$ cat src/rtl/sof_timer_pkg.sv
package sof_timer_pkg;

  // An interval of zero would never expire; clamp it to one period.
  function automatic int unsigned ivl_floor(input int unsigned v);
    return (v == 0) ? 32'd1 : v;
  endfunction

  // Next frame number, wrapping modulo 2**w.
  function automatic int unsigned fnum_next(input int unsigned f, input int unsigned w);
    return (f + 1) % (32'd1 << w);
  endfunction

endpackage

$ cat src/rtl/sof_interval_shadow.sv
module sof_interval_shadow
  import sof_timer_pkg::*;
#(
  parameter int CNT_W   = 16,
  parameter int RST_IVL = 12000
) (
  input  logic             clk,
  input  logic             rst_n,
  input  logic             wr_en,
  input  logic [CNT_W-1:0] wr_data,
  input  logic             reload,
  output logic [CNT_W-1:0] active_ivl,
  output logic [CNT_W-1:0] next_ivl,
  output logic             pend_q
);

  localparam logic [CNT_W-1:0] IVL_INIT = CNT_W'(ivl_floor(RST_IVL));

  logic [CNT_W-1:0] shadow_q;

  // The value a reload would adopt: a pending write, otherwise the current interval.
  always_comb next_ivl = pend_q ? shadow_q : active_ivl;

  always_ff @(posedge clk) begin
    if (!rst_n) begin
      shadow_q   <= '0;
      pend_q     <= 1'b0;
      active_ivl <= IVL_INIT;
    end else begin
      if (reload) active_ivl <= next_ivl;
      if (wr_en) begin
        // A write on the reload cycle is kept for the frame after.
        shadow_q <= CNT_W'(ivl_floor(32'(wr_data)));
        pend_q   <= 1'b1;
      end else if (reload) begin
        pend_q   <= 1'b0;
      end
    end
  end

endmodule

$ cat src/rtl/sof_frame_counter.sv
module sof_frame_counter
  import sof_timer_pkg::*;
#(
  parameter int CNT_W   = 16,
  parameter int RST_IVL = 12000
) (
  input  logic             clk,
  input  logic             rst_n,
  input  logic             run_en,
  input  logic [CNT_W-1:0] next_ivl,
  input  logic [CNT_W-1:0] active_ivl,
  output logic [CNT_W-1:0] cnt_q,
  output logic             reload,
  output logic             running_q
);

  localparam logic [CNT_W-1:0] CNT_INIT = CNT_W'(ivl_floor(RST_IVL));
  localparam logic [CNT_W-1:0] CNT_LAST = CNT_W'(1);

  logic frame_end;
  logic frame_start;

  always_comb begin
    frame_end   = running_q && (cnt_q == CNT_LAST);
    frame_start = !running_q;
    reload      = run_en && (frame_start || frame_end);
  end

  always_ff @(posedge clk) begin
    if (!rst_n) begin
      cnt_q     <= CNT_INIT;
      running_q <= 1'b0;
    end else begin
      running_q <= run_en;
      if (!run_en)     cnt_q <= active_ivl;
      else if (reload) cnt_q <= next_ivl;
      else             cnt_q <= cnt_q - CNT_LAST;
    end
  end

endmodule

$ cat src/rtl/sof_frame_number.sv
module sof_frame_number
  import sof_timer_pkg::*;
#(
  parameter int FNUM_W = 11
) (
  input  logic              clk,
  input  logic              rst_n,
  input  logic              step,
  output logic [FNUM_W-1:0] fnum_q
);

  always_ff @(posedge clk) begin
    if (!rst_n)    fnum_q <= '0;
    else if (step) fnum_q <= FNUM_W'(fnum_next(32'(fnum_q), FNUM_W));
  end

endmodule

$ cat src/rtl/sof_frame_timer.sv
module sof_frame_timer #(
  parameter int CNT_W          = 16,
  parameter int FNUM_W         = 11,
  parameter int RESET_INTERVAL = 12000
) (
  input  logic              clk,
  input  logic              rst_n,
  input  logic              run_en,
  input  logic              wr_en,
  input  logic [CNT_W-1:0]  wr_data,
  output logic              sof,
  output logic [CNT_W-1:0]  remaining,
  output logic [FNUM_W-1:0] frame_num
);

  // Named internal events, also used by the bound checker.
  logic             reload_evt;
  logic             running_q;
  logic             pend_q;
  logic [CNT_W-1:0] active_ivl;
  logic [CNT_W-1:0] next_ivl;
  logic [CNT_W-1:0] cnt_q;

  sof_interval_shadow #(.CNT_W(CNT_W), .RST_IVL(RESET_INTERVAL)) u_shadow (
    .clk        (clk),
    .rst_n      (rst_n),
    .wr_en      (wr_en),
    .wr_data    (wr_data),
    .reload     (reload_evt),
    .active_ivl (active_ivl),
    .next_ivl   (next_ivl),
    .pend_q     (pend_q)
  );

  sof_frame_counter #(.CNT_W(CNT_W), .RST_IVL(RESET_INTERVAL)) u_counter (
    .clk        (clk),
    .rst_n      (rst_n),
    .run_en     (run_en),
    .next_ivl   (next_ivl),
    .active_ivl (active_ivl),
    .cnt_q      (cnt_q),
    .reload     (reload_evt),
    .running_q  (running_q)
  );

  sof_frame_number #(.FNUM_W(FNUM_W)) u_fnum (
    .clk    (clk),
    .rst_n  (rst_n),
    .step   (reload_evt),
    .fnum_q (frame_num)
  );

  assign sof       = reload_evt;
  assign remaining = cnt_q;

endmodule

$ cat config.mk
export PLATFORM = sky130hd
export DESIGN_NAME = sof_frame_timer
export DESIGN_NICKNAME = d
export VERILOG_FILES = /design/src/rtl/sof_timer_pkg.sv /design/src/rtl/sof_interval_shadow.sv /design/src/rtl/sof_frame_counter.sv /design/src/rtl/sof_frame_number.sv /design/src/rtl/sof_frame_timer.sv
export SDC_FILE = /design/constraint.sdc
export NUM_CORES = 1
export LEC_CHECK = 0
export BUFFER_PORTS_ARGS = -buffer_cell sky130_fd_sc_hd__buf_4
export CORE_MARGIN = 2
export CORE_UTILIZATION = 55
export CTS_BUF_LIST = sky130_fd_sc_hd__clkbuf_4 sky130_fd_sc_hd__clkbuf_8 sky130_fd_sc_hd__clkbuf_16
export CTS_CLUSTER_DIAMETER = 60
export DETAILED_ROUTE_END_ITERATION = 8
export GPL_TIMING_DRIVEN = 0
export PLACE_DENSITY = 0.79
export SLEW_MARGIN = 20
export SYNTH_ARGS = -nofsm -noshare
export SYNTH_HDL_FRONTEND = slang
export SYNTH_SLANG_ARGS = --single-unit
export TNS_END_PERCENT = 1
$ cat constraint.sdc
create_clock -name clk -period 3.87 [get_ports clk]
set_clock_uncertainty 0.2 [all_clocks]
set_input_delay 0.387 -clock clk [delete_from_list [all_inputs] [get_ports clk]]
set_output_delay 0.387 -clock clk [all_outputs]
set_load 0.02 [all_outputs]
==> impl_metrics.toml, run 1 <==
[cts]
post_cts_buffers = 0
cts_resized = 0
cts_max_level = 3
clockBufferDepth = 2
clkLatencyLatePin_ns = 0.34
path_clk_slew_ns = 0.06
holdBufCountCts = 0
cts_tree = "yes"
cts-root-buf = "clkbuf_8"
cts_num_sinks = 61
cts_made_buffers = 9

[critical_path]
cp_max_fo = 7
critPathLaunchType = "register"
required_ns = 3.28
r2r_cells = 9
path_class = "reg -> out"
rr_startpoint = "u_counter.cnt_q[1]"
worstSetupStartpoint = "u_counter.cnt_q[1]"
rr_endpoint = "u_counter.cnt_q[15]"
endpoint_kind = "output port"
crit_end = "sof"
rrSetupSlack_ns = 1.10
worst_ep_arrival_time_ns = 2.26

[grt]
first_global_vias = 2275
track_usage = 0.252
overflow = 0
grt_pass1_wl_mm = 10.5
grt_max_degree = 11
antenna_found_initial = 0

[sta]
relSlewSlack = 0.585
setup_viol = 0
fin_ws_ns = 1.02
rsz0062_at_grt = "false"
finalHoldViolations = 0
max_slew.worst_pin.slew_ns = 0.617
final.setup.tns_ns = 0
period_needed_ns = 2.85
period_share = 0.736
max_freq_mhz = 351
drv_slew = 0

[detailed_routing]
num_vias = 2430
drc_errors = 0
drt_iter0_drc = 141
first_pass_iters = 4
wl_per_cell_um = 14.4
drt_wl_total_mm = 6.38
ant_nets = 0
viasPerCell = 5.47

[place]
portBuffers = 46
gp_congestion = 0.841
place_ws_ns = 1.19
hpwl_mm = 4.80

[synth]
ys_ff_latch = 61
synth_top_area_share = 0.452
synth_nets = 338
synth_cell_types = 50
ys_seq_area_frac = 0.452
synth-edff-count = 0
async_flop_share = 0
synth_top_cells_by_area = "dfxtp_1 45%, nand2_1 7.1%, mux2i_1 5.9%"
ys.flop_type = "dfxtp_1"
syn-cell-area_sq_mm = 0.00270
ys.warnings.count = 0
syn_area_per_cell_sq_um = 8.58
synth_top_cell_by_area = "dfxtp_1"
syn_inst = 315

[floorplan]
initial_utilization = 0.572
fp.dieW_um = 74.1
io-pin-count = 48
dieArea_sq_mm = 0.00549
rows = 25
core_sq_mm = 0.00472
fp.dieH_um = 74.1

[pwr]
powerDensity_mw_per_mm2 = 447
ir_drop_uv = 327
p_leak_nw = 1.37

[layout]
area_growth_pct = 24.3
final_nets = 395
antenna_cells = 0
utilization = 0.712
drive_gt1_frac = 0.188

[worst_hold_path]
hp-class = "in -> reg"

[status]
status = "completed"

[flow_run]
cap_violations = 0
[kinds of logic (layout without fill, tap and decap cells)]
logic type / count (synthesis) / in the layout / synth area share
buffers and inverters: 21 / 83 / 0.0310
flip-flops: 61 / 61 / 0.452
adder cells (fa/ha/maj): 3 / 3 / 0.0139
AND/OR/NAND/NOR: 133 / 133 / 0.230
AO/OA/AOI/OAI: 62 / 62 / 0.152
multiplexers: 16 / 16 / 0.0592
XOR/XNOR: 19 / 19 / 0.0615
[cell usage after synthesis (7+ instances only)]
cell      instances
a21oi_1          23
xnor2_1          11
nor4_1            7
nor3_1            9
nand3_1          14
mux2i_1          16
nand2_1          51
clkbuf_1         12
dfxtp_1          61
xor2_1            8
nor2_1           30
o21ai_0          11
[power by group]
group | leakage, nW | switching [W] | internal (W) | total [W]
Clock | 0.120 | 0.000236 | 0.000403 | 0.000639
Sequential | 0.500 | 0.0000299 | 0.000657 | 0.000687
Combinational | 0.756 | 0.0000994 | 0.0000763 | 0.000176
[cell usage in the layout (no fill, tap or decap), types with 3 or more instances in the layout]
cell type  netlist  routed
inv_1            4       4
clkbuf_1        12      12
xnor2_1         11      11
nand2_1         51      51
nand3_1         14      14
o31ai_1          4       4
nor4_1           7       7
a21oi_1         23      23
nor2_1          30      30
clkbuf_8         0      11
o211ai_1         3       3
ha_1             3       3
o21ai_1          4       4
xor2_1           8       8
mux2i_1         16      16
dfxtp_1         61      61
o21ai_0         11      11
nor3_1           9       9
a221o_1          3       3
or3_1            4       4
buf_4            1      47
[metrics by stage]
stage,cells,hold slack [ns],total power [W],cell area [sq um]
6_report,444,0.0979,0.00150,3360
4_1_cts,444,0.0899,0.00151,3360
3_5_place_dp,428,0.234,0.000875,3130
3_3_place_gp,428,0.230,0.000871,3130
2_1_floorplan,315,0.223,0.000806,2700
5_1_grt,444,0.0976,0.00155,3360
[state kept, by name (all words and copies together), names as in the netlist]
signal	flops
u_counter.cnt_q	16
u_counter.running_q	1
u_fnum.fnum_q	11
u_shadow.active_ivl	16
u_shadow.pend_q	1
u_shadow.shadow_q	16
[critical path: stages (launching register included)]
cell and delay (ns):
dfxtp_1 0.39, inv_1 0.08, ha_1 0.20, nor4bb_1 0.13
a41oi_1 0.48, clkinv_1 0.39, buf_4 0.26
[worst min path at each step]
stage | start | endpoint | slack (ns) | cells after the start
after floorplan | u_shadow.active_ivl[10] | u_shadow.active_ivl[10] | 0.22 | 2
after global placement | u_shadow.active_ivl[13] | u_shadow.active_ivl[13] | 0.23 | 2
after detailed placement | u_shadow.active_ivl[13] | u_shadow.active_ivl[13] | 0.23 | 2
after CTS | wr_data[2] | u_shadow.shadow_q[2] | 0.09 | 3
after global routing | wr_data[2] | u_shadow.shadow_q[2] | 0.1 | 3
final | wr_data[2] | u_shadow.shadow_q[2] | 0.1 | 3
[cell type report]
type	count	area (sq um)
well taps	67	83.8
clock buffers	12	159
flip-flops and latches	61	1220
plain buffers	15	61.3
inverters	6	22.5
clock inverters	4	70.1
multi-input cells	233	1400
repair buffers	46	345
fillers	395	1360
[routing by layer]
| layer | track usage | up-vias | share of wire |
|---|---|---|---|
| met3 | 0.0610 | 10 | 0.054 |
| met2 | 0.425 | 70 | 0.47 |
| met5 | 0 | - | 0 |
| met1 | 0.314 | 1115 | 0.46 |
| met4 | 0.0949 | 0 | 0.012 |
| li1 | - | 1235 | - |
(Power assumes the default switching activity.)
==> run 2: changes to the inputs <==
==> constraint.sdc (replaced) <==
create_clock -name clk -period 2.8 [get_ports clk]
set_clock_uncertainty 0.2 [all_clocks]
set_input_delay 0.28 -clock clk [delete_from_list [all_inputs] [get_ports clk]]
set_output_delay 0.28 -clock clk [all_outputs]
set_load 0.02 [all_outputs]
==> run 2 against run 1 <==
Effect of this change: hold slack worse by 0.095 ns; cell area up 3.3%; routed wire length up 4.0%; global-route usage up 0.94 points; sequential share of layout area down 1.2 points; clock-buffer cell count unchanged; highest routed layer unchanged.
==> impl_metrics.toml, run 2 (synthesized netlist as in run 1, its figures left out) <==
[detailed_routing]
num_vias = 2473
met3_length_um = 392
drc_errors = 0
drt_iter0_drc = 188
first_pass_iters = 4
ant_nets = 0
drt_wl_total_mm = 6.64
met2_wirelength_mm = 3.23
viasPerCell = 5.44
highest_layer = "met4"
wl_per_cell_um = 14.6
met1_length_mm = 2.90

[floorplan]
dieArea_sq_mm = 0.00549
core_sq_mm = 0.00472
io-pin-count = 48
fp.dieW_um = 74.1
initial_utilization = 0.572
rows = 25
fp.dieH_um = 74.1

[cts]
path_clk_slew_ns = 0.06
cts_tree = "yes"
cts_num_sinks = 61
cts-root-buf = "clkbuf_8"
clockBufferDepth = 2
cts_max_level = 3
clkLatencyLatePin_ns = 0.34
cts_made_buffers = 9

[sta]
max_freq_mhz = 376
finalHoldViolations = 0
period_share = 0.949
setup_viol = 0
drv_slew = 0
max_slew.worst_pin.slew_ns = 0.616
final.setup.tns_ns = 0
period_needed_ns = 2.66
rsz0062_at_grt = "false"
relSlewSlack = 0.586

[critical_path]
cp_max_fo = 7
required_ns = 2.32
critPathLaunchType = "register"
r2r_cells = 7
endpoint_kind = "output port"
path_class = "reg -> out"
worst_ep_arrival_time_ns = 2.18

[grt]
grt_pass1_wl_mm = 10.9
first_global_vias = 2374
track_usage = 0.262
overflow = 0
antenna_found_initial = 0
grt_max_degree = 11

[place]
gp_congestion = 0.841
portBuffers = 46
hpwl_mm = 4.80
dp_cells = 428

[layout]
antenna_cells = 0
final_cell_mix = "61 x dfxtp_1, 51 x nand2_1, 47 x buf_4"
finalNonFillerCells = 455
area_growth_pct = 28.5
nFillCells = 374
final_common_cell = "dfxtp_1"
largestRegisters = "u_counter.cnt_q x16, u_shadow.active_ivl x16, u_shadow.shadow_q x16"
final_nets = 406
drive_gt1_frac = 0.188

[flow_run]
cap_violations = 0

[pwr]
powerDensity_mw_per_mm2 = 603
ir_drop_uv = 614
p_leak_nw = 1.42
finalPower_w = 0.00210

[status]
status = "completed"

[worst_hold_path]
hp-class = "in -> reg"
holdPathStages = 3
-- run 2: cell types whose count changed in the layout (fill, tap and decap cells not counted), sizes merged --
| cell | previous run | this run |
|---|---|---|
| inv | 5 | 6 |
| dlygate4sd3 | 0 | 11 |
| clkinv | 3 | 2 |
-- run 2: per-layer routing --
metal	GRT usage	up-vias
li1	-	1249
met1	0.315	1134
met2	0.455	77
met3	0.0583	13
met4	0.0990	0
met5	0	-
-- run 2: final timing paths --
check | slack (ns) | endpoint | startpoint
min | 0.003 | u_shadow.shadow_q[13] | wr_data[13]
max reg2reg | 0.16 | u_counter.cnt_q[15] | u_counter.cnt_q[7]
max | 0.14 | sof | u_counter.cnt_q[7]
min reg2reg | 0.24 | u_shadow.active_ivl[13] | u_shadow.active_ivl[13]
-- run 2: cell type report --
| cell class | instances | area, sq um | share of cell area |
|---|---|---|---|
| well taps | 67 | 83.8 | 0.0241 |
| multi-input cells | 233 | 1400 | 0.403 |
| flip-flops and latches | 61 | 1220 | 0.351 |
| clock inverters | 4 | 70.1 | 0.0202 |
| inverters | 6 | 22.5 | 0.00648 |
| plain buffers | 15 | 61.3 | 0.0176 |
| clock buffers | 12 | 159 | 0.0457 |
| repair buffers | 57 | 455 | 0.131 |
-- run 2: timing repair --
item,CTS,global route
resized for setup,0,2
hold buffers,11,0
hold endpoints to repair,11,0
setup endpoints to repair,0,21
setup buffers,0,0
-- run 2: through the flow --
stage	cell area [sq um]	setup slack (ns)	utilization	hold slack, ns
2_1_floorplan	2700	0.378	-	0.206
5_1_grt	3470	0.0458	0.736	0.0181
4_1_cts	3470	0.0617	0.735	0.00193
6_report	3470	0.142	0.736	0.00270
3_3_place_gp	3130	0.185	0.663	0.230
3_5_place_dp	3130	0.120	0.663	0.234
-- run 2: worst max-delay path, cell delays in order, from the launching register on --
cell,delay (ns)
dfxtp_1,0.37
nor4_1,0.59
a41oi_1,0.43
inv_2,0.26
buf_4,0.17
-- run 2: where the power goes --
part           switching (W)  internal, W
sequential         0.0000415     0.000909
combinational       0.000142     0.000116
clock               0.000332     0.000556
total               0.000515      0.00158
